<file path="src/rtl/sram_fe_pkg.sv">
package sram_fe_pkg;
  localparam int LANE_BITS = 9;

  // low address bits of a burst step for a start value and advance count
  function automatic logic [1:0] burst_lo(input logic interleave,
                                          input logic [1:0] start,
                                          input logic [1:0] count);
    return interleave ? (start ^ count) : (start + count);
  endfunction
endpackage

</file>
<file path="src/rtl/sram_fe_burst.sv">
module sram_fe_burst #(
  parameter int ADDR_W = 6
) (
  input  logic              clk,
  input  logic              rst_n,
  input  logic [ADDR_W-1:0] addr_i,
  input  logic              adsc_n,
  input  logic              adsp_n,
  input  logic              adv_n,
  input  logic [2:0]        ce_n,
  input  logic              mode_i,
  output logic              acc_now,
  output logic              proc_start,
  output logic              in_burst,
  output logic [ADDR_W-1:0] addr_q
);
  import sram_fe_pkg::*;

  logic              strobe, sel_ok, start, kill;
  logic [ADDR_W-1:0] base_q;
  logic [1:0]        cnt_q;
  logic              ilv_q;

  assign strobe     = !adsc_n || !adsp_n;
  assign sel_ok     = (ce_n == 3'b000);
  assign start      = strobe && sel_ok;
  assign kill       = strobe && !sel_ok;
  assign acc_now    = start || (!strobe && in_burst);
  assign proc_start = start && adsc_n;

  always_ff @(posedge clk or negedge rst_n) begin
    if (!rst_n) begin
      base_q   <= '0;
      cnt_q    <= '0;
      ilv_q    <= 1'b0;
      in_burst <= 1'b0;
    end else if (start) begin
      base_q   <= addr_i;
      cnt_q    <= '0;
      ilv_q    <= mode_i;
      in_burst <= 1'b1;
    end else if (kill) begin
      in_burst <= 1'b0;
    end else if (in_burst && !adv_n) begin
      cnt_q <= cnt_q + 2'd1;
    end
  end

  assign addr_q = {base_q[ADDR_W-1:2], burst_lo(ilv_q, base_q[1:0], cnt_q)};
endmodule

</file>
<file path="src/rtl/sram_fe_wdec.sv">
module sram_fe_wdec #(
  parameter int LANES = 4
) (
  input  logic             acc_now,
  input  logic             proc_start,
  input  logic             gw_n,
  input  logic             bwe_n,
  input  logic [LANES-1:0] bw_n,
  output logic [LANES-1:0] lane_we
);
  logic wr_ok;
  assign wr_ok = acc_now && !proc_start;

  for (genvar i = 0; i < LANES; i++) begin : g_lane
    assign lane_we[i] = wr_ok && (!gw_n || (!bwe_n && !bw_n[i]));
  end
endmodule

</file>
<file path="src/rtl/sram_fe_array.sv">
module sram_fe_array #(
  parameter int ADDR_W = 6,
  parameter int LANES  = 4
) (
  input  logic                                  clk,
  input  logic                                  rst_n,
  input  logic [ADDR_W-1:0]                     addr_q,
  input  logic [LANES-1:0]                      wmask_q,
  input  logic [sram_fe_pkg::LANE_BITS*LANES-1:0] wdata_q,
  input  logic                                  rd_q,
  output logic [sram_fe_pkg::LANE_BITS*LANES-1:0] dout_q
);
  import sram_fe_pkg::*;
  localparam int DEPTH = 1 << ADDR_W;

  for (genvar i = 0; i < LANES; i++) begin : g_lane
    logic [LANE_BITS-1:0] store [DEPTH];

    always_ff @(posedge clk) begin
      if (wmask_q[i]) store[addr_q] <= wdata_q[i*LANE_BITS +: LANE_BITS];
    end

    always_ff @(posedge clk or negedge rst_n) begin
      if (!rst_n)    dout_q[i*LANE_BITS +: LANE_BITS] <= '0;
      else if (rd_q) dout_q[i*LANE_BITS +: LANE_BITS] <= store[addr_q];
    end
  end
endmodule

</file>
<file path="src/rtl/sram_fe_drive.sv">
module sram_fe_drive #(
  parameter int DATA_W = 36
) (
  input  logic              clk,
  input  logic              rst_n,
  input  logic              rd_q,
  input  logic              oe_n,
  input  logic [DATA_W-1:0] dout_q,
  output logic [DATA_W-1:0] rd_data_o,
  output logic              rd_drive_o
);
  logic live_q, tail_q;

  always_ff @(posedge clk or negedge rst_n) begin
    if (!rst_n) begin
      live_q <= 1'b0;
      tail_q <= 1'b0;
    end else begin
      live_q <= rd_q;
      tail_q <= live_q;
    end
  end

  assign rd_drive_o = (live_q || tail_q) && !oe_n;
  assign rd_data_o  = rd_drive_o ? dout_q : '0;
endmodule

</file>
<file path="src/rtl/sram_fe_top.sv">
module sram_fe_top #(
  parameter int ADDR_W = 6,
  parameter int LANES  = 4
) (
  input  logic                      clk,
  input  logic                      rst_n,
  input  logic [ADDR_W-1:0]         addr_i,
  input  logic                      adsc_n,
  input  logic                      adsp_n,
  input  logic                      adv_n,
  input  logic                      ce_a_n,
  input  logic                      ce_b_n,
  input  logic                      ce_c_n,
  input  logic                      mode_i,
  input  logic                      gw_n,
  input  logic                      bwe_n,
  input  logic [LANES-1:0]          bw_n,
  input  logic                      oe_n,
  input  logic [9*LANES-1:0]        wr_data_i,
  output logic [9*LANES-1:0]        rd_data_o,
  output logic                      rd_drive_o
);
  localparam int DATA_W = sram_fe_pkg::LANE_BITS * LANES;

  logic              acc_now, proc_start, in_burst;
  logic [ADDR_W-1:0] addr_q;
  logic [LANES-1:0]  lane_we, wmask_q;
  logic [DATA_W-1:0] wdata_q, dout_q;
  logic              rd_q;

  sram_fe_burst #(.ADDR_W(ADDR_W)) u_burst (
    .clk(clk), .rst_n(rst_n), .addr_i(addr_i), .adsc_n(adsc_n), .adsp_n(adsp_n),
    .adv_n(adv_n), .ce_n({ce_c_n, ce_b_n, ce_a_n}), .mode_i(mode_i),
    .acc_now(acc_now), .proc_start(proc_start), .in_burst(in_burst), .addr_q(addr_q)
  );

  sram_fe_wdec #(.LANES(LANES)) u_wdec (
    .acc_now(acc_now), .proc_start(proc_start), .gw_n(gw_n), .bwe_n(bwe_n),
    .bw_n(bw_n), .lane_we(lane_we)
  );

  always_ff @(posedge clk or negedge rst_n) begin
    if (!rst_n) begin
      wmask_q <= '0;
      wdata_q <= '0;
      rd_q    <= 1'b0;
    end else begin
      wmask_q <= lane_we;
      wdata_q <= wr_data_i;
      rd_q    <= acc_now && (lane_we == '0);
    end
  end

  sram_fe_array #(.ADDR_W(ADDR_W), .LANES(LANES)) u_array (
    .clk(clk), .rst_n(rst_n), .addr_q(addr_q), .wmask_q(wmask_q),
    .wdata_q(wdata_q), .rd_q(rd_q), .dout_q(dout_q)
  );

  sram_fe_drive #(.DATA_W(DATA_W)) u_drive (
    .clk(clk), .rst_n(rst_n), .rd_q(rd_q), .oe_n(oe_n), .dout_q(dout_q),
    .rd_data_o(rd_data_o), .rd_drive_o(rd_drive_o)
  );
endmodule

</file>
<file path="config.mk">
export PLATFORM = sky130hd
export DESIGN_NAME = sram_fe_top
export DESIGN_NICKNAME = d
export VERILOG_FILES = /design/src/rtl/sram_fe_pkg.sv /design/src/rtl/sram_fe_burst.sv /design/src/rtl/sram_fe_wdec.sv /design/src/rtl/sram_fe_array.sv /design/src/rtl/sram_fe_drive.sv /design/src/rtl/sram_fe_top.sv
export SDC_FILE = /design/constraint.sdc
export NUM_CORES = 2
export LEC_CHECK = 0
export CORE_MARGIN = 4
export CORE_UTILIZATION = 50
export CTS_BUF_LIST = sky130_fd_sc_hd__clkbuf_4 sky130_fd_sc_hd__clkbuf_8
export CTS_CLUSTER_SIZE = 8
export DETAILED_ROUTE_END_ITERATION = 7
export PLACE_DENSITY_LB_ADDON = 0.3
export SKIP_CTS_REPAIR_TIMING = 1
export SLEW_MARGIN = 30
export SYNTH_ARGS = -nofsm -noshare
export SYNTH_HDL_FRONTEND = slang
export SYNTH_SLANG_ARGS = --single-unit
export TNS_END_PERCENT = 100
</file>
<file path="constraint.sdc">
create_clock -name clk -period 4.75 [get_ports clk]
set_clock_uncertainty 0.05 [all_clocks]
set_input_delay 1.1875 -clock clk [delete_from_list [all_inputs] [get_ports clk]]
set_output_delay 1.1875 -clock clk [all_outputs]
set_load 0.01 [all_outputs]
</file>
==> impl_results.md <==
* Status: completed
* Die area at 0.198 mm^2
* Max-Cap Viols at 0
* Count leader, synth: edfxtp_1
* Synth cell types at a little over 40
* Final WL at 245 mm
* Sink Count at between 2,000 and 2,500
* Count of final setup violators at 0
* Placer Congestion at between 0.8 and 0.9
* Pins Over Slew Limit at 0
* Clk Tree Root Cell: clkbuf_8
* Drt first pass iters at 8
* Crit path DAT at 4.93 ns
* Crit-path max FO at 80
* Predominant post-synthesis flop cell: edfxtp_1
* Post-Syn Area at approximately 0.096 mm^2
* Max Root-Sink Buffers at 4
* Boundary Pins at 95
* Antenna violations before repair at 12
* Die Y at 445 um
* Row count at 160
* First-pass GRT wire length at 359 mm
* Post-route antenna net violation count at 0
* TNS Setup at 0 ns
* Largest net degree at the start of global routing at 131
* Post-synth top cells: edfxtp_1, nor3_1, mux2i_1, clkbuf_1, nor2_1
* Crit path capture type: flip-flop
* Synth top area cells: edfxtp_1, mux2i_1, nor3_1
* RSZ-0062 raised after global routing: no
* Hold Fails Final Rpt at 0
* DRC viols at 0
* Slew HR at 0.282
* Worst-margin pin slew at 1.08 ns
* Crit path required time at 5.57 ns
* TritonCTS buffer count at 377
* Fmax at 243 MHz
* Yosys top cell by area: edfxtp_1
* H-tree depth at 5
* Critical path class: flip-flop to flip-flop
* Clk_lat worst skew at 1.06 ns
* Iter 0 DRT Violations at 6,323
* Filler Cell Count at 14,600
* Fin nets at 6,352
* Yosys top cell area share at 0.724
* Via Count at 55,500
* Reg clk slew, reported paths at approximately 0.060 ns
* Power per Cell Area at ~470 mW/mm^2
* Syn Inst Count at 5,985
* Worst VDD drop at between 0.3 and 0.4 mV
* Sequential-to-total area share from yosys stat at 0.747
* Static Leak at 36.2 nW
* GRT Residual Overflow at 0
* Port Buffer Count at 94
* Post-layout minimum cycle time at 4.11 ns
* CTS tree: done
* EDFF count, synth at 2,304
* PnR Total Power at 50.9 mW
* Vias in the first global route at 54,600
* YS warnings at 0
* Area delta synth->final at 13.0%
* Syn Nets at 6,044
* DR vias/cell at 6.13
* Routed wire per std cell at roughly 27 um
* Layout cell share with drive strength beyond 1 at 0.151
* Post-Syn Area per Cell at 16.0 um^2
* CP Launch Type: flip-flop
* Tightest Hold Check Type: flip-flop to flip-flop
* Crit share post-route at 0.865
* Initial core utilization at 0.502
* Post-DP HPWL at roughly 140 mm
* Post-synth ARST share at 0.0372
* Total GRT Usage at 0.242
* Yosys reg bits at 2,393
* Total core area at 0.190 mm^2
* Die span in x at 445 um
[worst max-delay path, cell delays in order (launching register included)]
cell and delay [ns]:
dfrtp_1 0.42, ha_4 0.14, nor2b_1 0.51, xor2_4 0.54, buf_4 0.29, buf_12 0.33
nor3_1 0.15, o41ai_1 0.85, and4_1 0.45, a41oi_1 0.14
[area by class of cell]
| type | instances | area (um^2) | share of cell area |
|---|---|---|---|
| Sequential cell | 2393 | 71500 | 0.662 |
| Multi-Input combinational cell | 3086 | 22400 | 0.207 |
| Clock buffer | 587 | 6880 | 0.0638 |
| Timing Repair Buffer | 395 | 3750 | 0.0347 |
| Tap cell | 2511 | 3140 | 0.0291 |
| Clock inverter | 41 | 198 | 0.00183 |
| Inverter | 40 | 160 | 0.00148 |
| Antenna cell | 6 | 15.0 | 0.000139 |
[layout by cell type (no fill, tap or decap), drive strengths merged, types with 2 or more instances in the layout]
master	instances
o21ai	2
clkinvlp	7
mux2i	1008
nor2	305
dfrtp	89
edfxtp	2304
xor2	2
a21boi	37
o21a	4
buf	301
or4	108
a22o	64
mux2	6
clkdlybuf4s50	93
and2	36
a41oi	36
nor3b	3
o2111a	4
clkinv	34
o41ai	144
nand4	108
nor3	1015
a31o	5
a22oi	44
nand2	40
inv	40
xnor2	3
nand3	6
o2111ai	32
diode	6
clkbuf	587
and4	36
o31ai	32
[final timing paths]
check,slack (ns),startpoint,end,cells after the start
max,0.64,u_burst.cnt_q[0],u_array.dout_q[21],9
min,0.43,u_drive.live_q,u_drive.tail_q,0
max reg2reg,0.64,u_burst.cnt_q[0],u_array.dout_q[21],9
min reg2reg,0.43,u_drive.live_q,u_drive.tail_q,0
max in group asynchronous,3.33,rst_n,wdata_q[17],3
min in group asynchronous,0.56,rst_n,wdata_q[24],2
[layer usage]
metal / global-route usage / up-vias / wire length, um
met2: 0.385 / 2581 / 116000
met3: 0.0430 / 460 / 19600
li1: - / 24400 / -
met4: 0.0919 / 6 / 9170
met1: 0.335 / 28100 / 99600
met5: 0 / - / 30
[power by group]
part           internal (mW)  switching [mW]
sequential              23.4           0.469
clock                   9.10            7.54
combinational           3.67            6.72
total                   36.1            14.7
[logic make-up after synthesis]
family | share of synthesized area
flops | 0.747
mux | 0.106
fa+ha+maj | 0.000131
simple gates | 0.0889
compound gates | 0.0356
xor+xnor | 0.000812
buf+inv | 0.0209
[registers in the layout, summed over array words and instances, names as in the netlist]
name                  flops
rd_q                      1
u_array.dout_q           36
u_array.g_lane.store   2304
u_burst.base_q            6
u_burst.cnt_q             2
u_burst.ilv_q             1
u_burst.in_burst          1
u_drive.live_q            1
u_drive.tail_q            1
wdata_q                  36
wmask_q                   4
[metrics by stage]
stage          instances   util  hold WS [ns]  cell area [um^2]  setup slack [ns]
2_1_floorplan       5985      -         0.302             95600              1.45
3_3_place_gp        8422  0.530         0.430            101000             0.540
3_5_place_dp        8424  0.530         0.429            101000             0.618
4_1_cts             9052  0.568        -0.102            108000             0.606
5_1_grt             9054  0.568         0.449            108000             0.580
6_report            9059  0.568         0.434            108000             0.641
Note: power is estimated with default switching activity, not from simulation.
